`config.mk`:
```
export PLATFORM = sky130hd
export DESIGN_NAME = irq_capture_dispatch
export DESIGN_NICKNAME = d
export VERILOG_FILES = /design/src/rtl/irq_dispatch_pkg.sv /design/src/rtl/irq_low_pick.sv /design/src/rtl/irq_dispatch_ctrl.sv /design/src/rtl/irq_dispatch_dp.sv /design/src/rtl/irq_capture_dispatch.sv
export SDC_FILE = /design/constraint.sdc
export NUM_CORES = 2
export LEC_CHECK = 0
export ABC_AREA = 0
export BUFFER_PORTS_ARGS = -buffer_cell sky130_fd_sc_hd__clkbuf_2
export CAP_MARGIN = 40
export CORE_AREA = 3 3 398 400
export CTS_CLUSTER_SIZE = 10
export DETAILED_ROUTE_END_ITERATION = 10
export DIE_AREA = 0 0 401 403
export HOLD_SLACK_MARGIN = 0.1
export PLACE_DENSITY_LB_ADDON = 0.05
export SLEW_MARGIN = 20
export SYNTH_ARGS = -nofsm -noshare
export SYNTH_HDL_FRONTEND = slang
export SYNTH_SLANG_ARGS = --single-unit
export TNS_END_PERCENT = 100
```
`constraint.sdc`:
```
create_clock -name clk -period 12 [get_ports clk]
set_clock_uncertainty 0.15 [all_clocks]
set_input_delay 0.6 -clock clk [delete_from_list [all_inputs] [get_ports clk]]
set_output_delay 0.6 -clock clk [all_outputs]
set_load 0.03 [all_outputs]
```
`src/rtl/irq_dispatch_pkg.sv`:
```
package irq_dispatch_pkg;
  // Which event source the datapath evaluates this cycle (at most one set).
  typedef struct packed {
    logic doClear;
    logic doMask;
    logic doInput;
  } evtSel_t;
endpackage

```
`src/rtl/irq_low_pick.sv`:
```
module irq_low_pick #(
  parameter int W  = 8,
  localparam int IW = (W > 1) ? $clog2(W) : 1
) (
  input  logic [W-1:0]  cand,
  output logic          found,
  output logic [IW-1:0] idx
);
  always_comb begin
    found = 1'b0;
    idx   = '0;
    for (int i = W - 1; i >= 0; i--) begin
      if (cand[i]) begin
        found = 1'b1;
        idx   = IW'(i);
      end
    end
  end
endmodule

```
`src/rtl/irq_dispatch_ctrl.sv`:
```
module irq_dispatch_ctrl
  import irq_dispatch_pkg::*;
(
  input  logic    clearStrobe,
  input  logic    maskLoad,
  output evtSel_t sel
);
  // Fixed priority: clear, then mask load, then input changes.
  always_comb begin
    sel.doClear = clearStrobe;
    sel.doMask  = maskLoad & ~clearStrobe;
    sel.doInput = ~maskLoad & ~clearStrobe;
  end
endmodule

```
`src/rtl/irq_dispatch_dp.sv`:
```
module irq_dispatch_dp
  import irq_dispatch_pkg::*;
#(
  parameter int NUM_SRC = 64,
  parameter int NUM_OUT = 256,
  parameter int VEC_W   = 8,
  localparam int IW = (NUM_SRC > 1) ? $clog2(NUM_SRC) : 1,
  localparam int OW = (NUM_OUT > 1) ? $clog2(NUM_OUT) : 1
) (
  input  logic                     clk,
  input  logic                     rst,
  input  evtSel_t                  sel,
  input  logic [NUM_SRC-1:0]       lineIn,
  input  logic [NUM_SRC-1:0]       edgeSel,
  input  logic [NUM_SRC-1:0]       maskIn,
  input  logic [NUM_SRC-1:0]       clearBits,
  input  logic [NUM_SRC*VEC_W-1:0] vecTable,
  output logic [NUM_OUT-1:0]       upIrq
);
  logic [NUM_SRC-1:0] reqVec, inSvc, lastSeen, maskVec;
  logic [NUM_SRC-1:0] riseVec, fallVec, reqTrack, reqNext, maskNext, clrEdge;
  logic [NUM_SRC-1:0] assertSet, deassertSet, pendVec, svcCand, inSvcNext;
  logic [NUM_OUT-1:0] upNext;
  logic [VEC_W-1:0]   vecArr [NUM_SRC];
  logic               aFound, dFound;
  logic [IW-1:0]      aIdx, dIdx;
  logic [VEC_W-1:0]   aLine, dLine;

  for (genvar g = 0; g < NUM_SRC; g++) begin : g_vec
    assign vecArr[g] = vecTable[g*VEC_W +: VEC_W];
  end

  // Request tracking runs every cycle whatever the event source.
  assign riseVec  = lineIn & ~lastSeen;
  assign fallVec  = ~lineIn & lastSeen;
  assign reqTrack = (edgeSel & (reqVec | riseVec)) | (~edgeSel & lineIn);
  assign clrEdge  = sel.doClear ? (clearBits & edgeSel) : '0;
  assign reqNext  = reqTrack & ~clrEdge;
  assign maskNext = sel.doMask ? maskIn : maskVec;

  always_comb begin
    assertSet   = '0;
    deassertSet = '0;
    if (sel.doClear) begin
      deassertSet = clrEdge;
    end else if (sel.doMask) begin
      assertSet   = maskVec & ~maskIn;
      deassertSet = ~maskVec & maskIn;
    end else if (sel.doInput) begin
      assertSet   = riseVec;
      deassertSet = fallVec;
    end
  end

  assign pendVec = assertSet & reqNext & ~maskNext;
  assign svcCand = deassertSet & inSvc;

  irq_low_pick #(.W(NUM_SRC)) u_pickAssert   (.cand(pendVec), .found(aFound), .idx(aIdx));
  irq_low_pick #(.W(NUM_SRC)) u_pickDeassert (.cand(svcCand), .found(dFound), .idx(dIdx));

  assign aLine = vecArr[aIdx];
  assign dLine = vecArr[dIdx];

  always_comb begin
    inSvcNext = inSvc;
    if (aFound) inSvcNext[aIdx] = 1'b1;
    if (dFound) inSvcNext[dIdx] = 1'b0;
    inSvcNext = inSvcNext & ~clrEdge;
    upNext = upIrq;
    if (aFound && (int'(aLine) < NUM_OUT)) upNext[aLine[OW-1:0]] = 1'b1;
    if (dFound && (int'(dLine) < NUM_OUT)) upNext[dLine[OW-1:0]] = 1'b0;
  end

  always_ff @(posedge clk) begin
    if (rst) begin
      reqVec   <= '0;
      inSvc    <= '0;
      lastSeen <= '0;
      maskVec  <= '1;
      upIrq    <= '0;
    end else begin
      reqVec   <= reqNext;
      inSvc    <= inSvcNext;
      lastSeen <= lineIn;
      maskVec  <= maskNext;
      upIrq    <= upNext;
    end
  end

  // reset drives every upstream line low
  p_reset_idle_r1: assert property (@(posedge clk) rst |=> (upIrq == '0));

  // a single evaluation raises at most one line
  p_single_rise_r4: assert property (@(posedge clk) disable iff (rst)
    $countones(upIrq & ~$past(upIrq)) <= 1);

  // a single evaluation drops at most one line
  p_single_fall_r5: assert property (@(posedge clk) disable iff (rst)
    $countones(~upIrq & $past(upIrq)) <= 1);

  // a clear cycle never raises a line
  p_clear_no_rise_r6: assert property (@(posedge clk) disable iff (rst)
    sel.doClear |=> ((upIrq & ~$past(upIrq)) == '0));

  // a cycle with only falling inputs never raises a line
  p_fall_no_rise_r5: assert property (@(posedge clk) disable iff (rst)
    (sel.doInput && (riseVec == '0)) |=> ((upIrq & ~$past(upIrq)) == '0));
endmodule

```
`src/rtl/irq_capture_dispatch.sv`:
```
module irq_capture_dispatch
  import irq_dispatch_pkg::*;
#(
  parameter int NUM_SRC = 64,
  parameter int NUM_OUT = 256,
  localparam int VEC_W  = 8
) (
  input  logic                     clk,
  input  logic                     rst,
  input  logic [NUM_SRC-1:0]       lineIn,
  input  logic [NUM_SRC-1:0]       edgeSel,
  input  logic [NUM_SRC-1:0]       maskIn,
  input  logic                     maskLoad,
  input  logic [NUM_SRC-1:0]       clearBits,
  input  logic                     clearStrobe,
  input  logic [NUM_SRC*VEC_W-1:0] vecTable,
  output logic [NUM_OUT-1:0]       upIrq
);
  evtSel_t sel;

  irq_dispatch_ctrl u_ctrl (
    .clearStrobe(clearStrobe),
    .maskLoad   (maskLoad),
    .sel        (sel)
  );

  irq_dispatch_dp #(.NUM_SRC(NUM_SRC), .NUM_OUT(NUM_OUT), .VEC_W(VEC_W)) u_dp (
    .clk      (clk),
    .rst      (rst),
    .sel      (sel),
    .lineIn   (lineIn),
    .edgeSel  (edgeSel),
    .maskIn   (maskIn),
    .clearBits(clearBits),
    .vecTable (vecTable),
    .upIrq    (upIrq)
  );
endmodule

```
## Word level (Yosys, flattened, before mapping)

Cells that the tools add are included.

- Register bits: 512
- Latch bits: 0
- Memory bits (writable): 0
- Bits in read-only memories: 0
- Bits of input ports: 772
- Output and inout port bits: 256
- Word-level logic and storage cells: 334
- Memories: 0

- $add $sub $neg: 0
- Multipliers: 0
- Divide/modulo/power cells: 0
- Order comparisons: 10
- Equal/unequal tests: 0
- Shifts and indexed selects: 0
- Mux-type cells: 282
- Bitwise operators: 33
- Reduce and logical (&&, ||, !) cells: 4

Operators by type and width:

| cell | number |
|---|---|
| $and 64x64->64 | 13 |
| $mux 6 | 128 |
| $mux 64 | 10 |
| $mux 256 | 2 |
| $not 64->64 | 8 |
| $and 256x256->256 | 1 |
| $not 256->256 | 1 |
| $or 256x256->256 | 1 |
| $or 64x64->64 | 3 |
| $mux 1 | 132 |
| $bmux 8 s6 | 2 |
| $mux 8 | 4 |
| $lt 8x9->1 const B | 2 |
| $demux 1 s8 | 2 |
| $ge 8x1->1 const B | 2 |
| $ge 7x7->1 const B | 2 |
| $lt 6x7->1 const B | 2 |
| $not 6->7 | 2 |
| $demux 1 s6 | 2 |
| $ge 6x1->1 const B | 2 |
| $logic_and 1x1->1 | 4 |
| $and 1x1->1 | 2 |
| $not 1->1 | 2 |

## Longest topological paths before layout

- Word-level depth: 84
- Depth in mapped cells: 29
- Mapped depth without buffers: 16

## Cells and area by module

Synthesis repeated with hierarchy kept, for this count alone.

- Cells, all modules: 4122
- Area, all modules: 34760.8 sq um

By module, submodules not included:

| module | times used | cells an instance | area each (sq um) | seq. area each (sq um) |
|---|---|---|---|---|
| irq_dispatch_dp | 1 | 3839 | 33209.4 | 10249.8 |
| irq_low_pick | 2 | 140 | 763.2 | 0.0 |
| irq_dispatch_ctrl | 1 | 3 | 25.0 | 0.0 |

## Worst setup path after synthesis

No wires, ideal clock.

- Path type: input to register
- Start: in clearStrobe
- End: reg u_dp.upIrq[236]
- Setup time: 0.134 ns
- Arrival: 5.099 ns
- Required time: 11.716 ns
- Setup slack: 6.617 ns
- Stages on the path: 20
- Buffers on the path: 5
- Cells stage by stage: buf_4 -> buf_2 -> and3_1 -> o31ai_1 -> o21ai_0 -> a211o_1 -> a2111oi_4 -> nor4_2 -> nor3_4 -> buf_4 -> mux2_1 -> a222oi_1 -> nand4_1 -> a21oi_1 -> nor3b_1 -> or4_1 -> buf_2 -> nor3_2 -> buf_4 -> a21oi_1

- Longest elaborated chain between the ends: 83
- Elaborated cells between the ends (all ways): 296
- Those cells by class: order compare: 4; mux: 276; bitwise: 14; reduce/logical: 2

RTL lines:

| element | line | RTL |
|---|---|---|
| start, declared | irq_capture_dispatch.sv:15 | `input logic clearStrobe,` |
| $not 1->1 | irq_dispatch_ctrl.sv:11, irq_dispatch_ctrl.sv:12 |  |
| $and 1x1->1 | irq_dispatch_ctrl.sv:12 | `sel.doInput = ~maskLoad & ~clearStrobe;` |
| $mux 64 | irq_dispatch_dp.sv:49 | `end else if (sel.doInput) begin` |
| $mux 64 | irq_dispatch_dp.sv:46 | `end else if (sel.doMask) begin` |
| $mux 64 | irq_dispatch_dp.sv:44 | `if (sel.doClear) begin` |
| $and 64x64->64 (2 in a row) | irq_dispatch_dp.sv:55 | `assign pendVec = assertSet & reqNext & ~maskNext;` |
| $mux 6 (64 in a row) | irq_low_pick.sv:13 | `if (cand[i]) begin` |
| $not 6->7 (implied by the code) | irq_dispatch_dp.sv:61 | `assign aLine = vecArr[aIdx];` |
| [3 not listed] | -- |  |
| $lt 8x9->1 (implied by the code) or $ge 8x1->1 (tied branches) | irq_dispatch_dp.sv:70 | `if (aFound && (int'(aLine) < NUM_OUT)) upNext[aLine[OW-1:0]] = 1'b1;` |
| $logic_and 1x1->1 (implied by the code) | irq_dispatch_dp.sv:70 |  |
| $mux 1 (implied by the code) | irq_dispatch_dp.sv:70 |  |
| $demux 1 s8 | -- |  |
| $or 256x256->256 (no line) | -- |  |
| $mux 256 | irq_dispatch_dp.sv:70 |  |
| $and 256x256->256 (no line) | -- |  |
| $mux 256 * | irq_dispatch_dp.sv:71 | `if (dFound && (int'(dLine) < NUM_OUT)) upNext[dLine[OW-1:0]] = 1'b0;` |
| end signal, assigned | irq_dispatch_dp.sv:86 | `upIrq <= upNext;` |
| end, declared | irq_dispatch_dp.sv:18 | `output logic [NUM_OUT-1:0] upIrq` |

Mark *: on every way between the ends. The rest lies on a longest branch, timed or not. The select of a mux whose other input is x is not followed.
A chain may end at the register's enable or synchronous reset.

## Final worst setup path

- Start: in maskLoad
- End: reg u_dp.upIrq[36]

- Longest elaborated chain between the ends: 83
- Elaborated cells between the ends (all ways): 293
- Those cells by class: order compare: 4; mux: 275; bitwise: 12; reduce/logical: 2

RTL lines:

| element | line | RTL |
|---|---|---|
| start, declared | irq_capture_dispatch.sv:13 | `input logic maskLoad,` |
| $not 1->1 | irq_dispatch_ctrl.sv:12 |  |
| $and 1x1->1 | irq_dispatch_ctrl.sv:12 |  |
| $mux 64 | irq_dispatch_dp.sv:49 |  |
| $mux 64 | irq_dispatch_dp.sv:46 |  |
| $mux 64 | irq_dispatch_dp.sv:44 |  |
| $and 64x64->64 (2 in a row) | irq_dispatch_dp.sv:55 |  |
| $mux 6 (64 in a row) | irq_low_pick.sv:13 |  |
| $not 6->7 (implied by the code) | irq_dispatch_dp.sv:61 |  |
| [3 not listed] | -- |  |
| $lt 8x9->1 (implied by the code) or $ge 8x1->1 (tied branches) | irq_dispatch_dp.sv:70 |  |
| $logic_and 1x1->1 (implied by the code) | irq_dispatch_dp.sv:70 |  |
| $mux 1 (implied by the code) | irq_dispatch_dp.sv:70 |  |
| $demux 1 s8 | -- |  |
| $or 256x256->256 (no line) | -- |  |
| $mux 256 | irq_dispatch_dp.sv:70 |  |
| $and 256x256->256 (no line) | -- |  |
| $mux 256 * | irq_dispatch_dp.sv:71 |  |

Marked as above.

==> flow_metrics.env <==
export IMPL_status="finished clean"
export IMPL_synth_enable_flop_cells=0
export IMPL_clkLatencyLatePin_ns=0.67
export IMPL_period_needed_ns=8.21
export IMPL_grt_usage=0.324
export IMPL_maxCapViolCount=0
export IMPL_yosys_register_bits=512
export IMPL_core_area_mm2=0.156
export IMPL_post_drt_wl_per_cell_um=36.4
export IMPL_fin_setup_tns_ns=0
export IMPL_grt_overflow=0
export IMPL_worst_slew_pin_slew_ns=1.10
export IMPL_initial_core_util=0.225
export IMPL_numCtsBuffers=69
export IMPL_dieArea_mm2=0.162
export IMPL_max_stage_delay_ns=0.84
export IMPL_cts_buffer_depth=3
export IMPL_r2r_end="u_dp.upIrq[36]$_SDFF_PP0_"
export IMPL_synth_warnings=0
export IMPL_instances_no_fill=7577
export IMPL_drt_total_wl_um=275000
export IMPL_clock_root_buffer="clkbuf_16"
export IMPL_hold_depth=2
export IMPL_dominantRegCellSynth="dfxtp_1"
export IMPL_syn_area_mm2=0.0350
export IMPL_crit_top_cell="buf_4"
export IMPL_viasPerCell=5.80
export IMPL_drt_iter0_markers=4910
export IMPL_route_detailed_drc=0
export IMPL_grt_pass1_vias=42000
export IMPL_r2r_slack_ns=4.41
export IMPL_dieWidth_um=401
export IMPL_ant_nets=0
export IMPL_grt_max_degree=185
export IMPL_first_pass_iters=7
export IMPL_maxSlewViolCount=0
export IMPL_ir_worst_vdd_v=0.0000985
export IMPL_start_kind="primary input"
export IMPL_worst_path_max_fanout=68
export IMPL_antenna_found_initial=82
export IMPL_rsz0062_at_grt="false"
export IMPL_cts_resized_gates=0
export IMPL_clk_pin_slew_ns=0.06
export IMPL_maxSlewHeadroom=0.270
export IMPL_worstHoldStart="lineIn[3]"
export IMPL_ctsHoldBuffers=178
export IMPL_post_cts_buffers=0
export IMPL_hold_path_class="primary input to flip-flop"
export IMPL_end_kind="flip-flop"
export IMPL_setup_violations=0
export IMPL_synth_cell_types=118
export IMPL_routed_via_count=44000
export IMPL_dp_hpwl_um=210000
export IMPL_cts_tree="done"
export IMPL_placed_cells=7213
export IMPL_finalHoldViolCount=0
export IMPL_fillers=17100
export IMPL_syn_to_final_growth_pct=33.5
export IMPL_cts_htree_levels=3
export IMPL_synthCells=4310
export IMPL_dpl_cell_area_mm2=0.0424
export IMPL_numPortBuffers=1027
export IMPL_r2r_start="u_dp.maskVec[46]$_SDFF_PP1_"
export IMPL_crit_slowest_cell="o31ai_1"
export IMPL_powerDensity_mw_per_mm2=169
export IMPL_rows=145
export IMPL_layout_nets=6185
export IMPL_cts_sinks=512
export IMPL_holdPathEnd="u_dp.lastSeen[3]$_SDFF_PP0_"
export IMPL_grt_pass1_wl_um=368000
export IMPL_die_h_um=403
export IMPL_syn_avg_cell_area_um2=8.11
export IMPL_finalWeightedCongestion=0.979
export IMPL_arrival_ns=8.59
export IMPL_syn_nets=5082
export IMPL_synthArstFlopShare=0
export IMPL_drive_above_1_share=0.276
export IMPL_critical_path_cell_chain="buf_6, buf_4, nor4b_1, o31ai_1, nand4_1, a2111oi_0, o32a_2, buf_4, buf_4, nor2b_4, nand2_1, o22ai_1, a2111o_1, a221oi_1, o211ai_1, nand2_1, nor2_1, buf_4, a21oi_1"
export IMPL_design_area_mm2=0.0467
export IMPL_fmax_mhz=122
export IMPL_path_buf_inv=5
export IMPL_worstSetupPathType="primary input to flip-flop"
export IMPL_pin_count=1028
export IMPL_cp_required_ns=12.37
export IMPL_fin_crit_sh=0.684
export IMPL_seq_area_frac_synth=0.293
export IMPL_ff2ff_path_depth=19
export IMPL_power_leakage_nw=19.3
export IMPL_cp_top_family="compound AO/OA/AOI/OAI gates"
export IMPL_post_route_util=0.300
## worst reg2reg max path: cells and delay by family (launching register included)
kind            cells  cell delay (ns)
compound gates      9             2.98
buf+inv             4             1.57
flops               1             0.37
simple gates        6             2.40
## registers in the layout, summed over array words and instances, names as in the netlist
name / flops
u_dp.inSvc: 64
u_dp.lastSeen: 64
u_dp.maskVec: 64
u_dp.reqVec: 64
u_dp.upIrq: 256
## placed cells by master, fill, tap and decap left out, types with 69 or more instances in the layout
cell	netlist	routed
clkbuf_2	0	1025
dfxtp_1	512	512
a21oi_1	495	495
nand2_1	390	389
a22oi_1	313	313
nor2_1	281	269
dlygate4sd3_1	0	178
nand3_1	148	148
nor2b_1	144	141
buf_4	57	140
mux2i_1	134	134
o22ai_1	110	110
nand2b_1	89	88
o21ai_0	86	85
o31ai_1	82	81
nand3b_1	75	75
and3_1	70	70
clkbuf_16	0	69
## where the power goes
part	switching [mW]	internal (mW)	leakage [nW]
Sequential	0.0596	1.80	4.18
Combinational	2.81	1.12	14.1
Clock	0.899	1.18	1.07
Total	3.77	4.10	19.3
## metal layers
layer,track usage,up-vias,share of wire,wire [µm]
met5,0,-,0.00045,125
met4,0.181,18,0.059,16200
met3,0.0677,550,0.077,21100
met2,0.518,2419,0.46,126000
met1,0.405,22000,0.41,113000
li1,-,19000,-,-
## metrics by stage
stage / worst slack (ns) / hold slack [ns] / power, mW
final: 3.79 / 0.139 / 7.87
after global routing: 3.49 / 0.122 / 8.09
after CTS: 4.09 / 0.101 / 7.84
after detailed placement: 3.34 / 0.313 / 5.68
after global placement: 2.92 / 0.305 / 5.54
after floorplan: 6.62 / 0.287 / 4.02
## Yosys cell counts (all sizes together), types with 52 or more instances
cell type | n | area share
nor3 | 67 | 0.011
nor2b | 144 | 0.026
a2111oi | 69 | 0.020
dfxtp | 512 | 0.29
and3 | 71 | 0.013
nand2 | 392 | 0.042
nor4 | 53 | 0.024
mux2i | 134 | 0.038
clkbuf | 134 | 0.014
o31ai | 83 | 0.018
nand2b | 91 | 0.017
o21ai | 119 | 0.018
a21oi | 500 | 0.072
nand3b | 76 | 0.017
nor2 | 291 | 0.033
nor4b | 63 | 0.018
a22oi | 313 | 0.067
buf | 232 | 0.046
nand3 | 149 | 0.022
o22ai | 110 | 0.020
o211ai | 52 | 0.012
## cell type report
cell class	count	area (µm²)	share of cell area
inverters	25	101	0.00217
clock buffers	99	1940	0.0416
flip-flops and latches	512	10200	0.220
well taps	2058	2570	0.0552
multi-input cells	3407	22700	0.487
clock inverters	16	284	0.00609
diodes	62	155	0.00333
repair buffers	1398	8640	0.185
## cells by family (layout without fill, tap and decap cells)
family | count (synthesis) | in the layout | synth area share
compound gates | 1655 | 1655 | 0.329
buf+inv | 391 | 1538 | 0.0628
flops | 512 | 512 | 0.293
mux | 170 | 170 | 0.0500
other cells | 0 | 62 | 0
simple gates | 1582 | 1582 | 0.265
## worst max-delay path by stage
stage / slack, ns / startpoint / depth (start not counted) / end
2_1_floorplan: 6.62 / clearStrobe / 20 / u_dp.upIrq[236]$_SDFF_PP0_
3_3_place_gp: 2.92 / maskLoad / 17 / u_dp.upIrq[230]$_SDFF_PP0_
3_5_place_dp: 3.34 / maskLoad / 21 / u_dp.upIrq[39]$_SDFF_PP0_
4_1_cts: 4.09 / maskLoad / 21 / u_dp.upIrq[228]$_SDFF_PP0_
5_1_grt: 3.49 / maskLoad / 21 / u_dp.upIrq[247]$_SDFF_PP0_
6_report: 3.79 / maskLoad / 19 / u_dp.upIrq[36]$_SDFF_PP0_
Power figures use the tool's default switching activity.
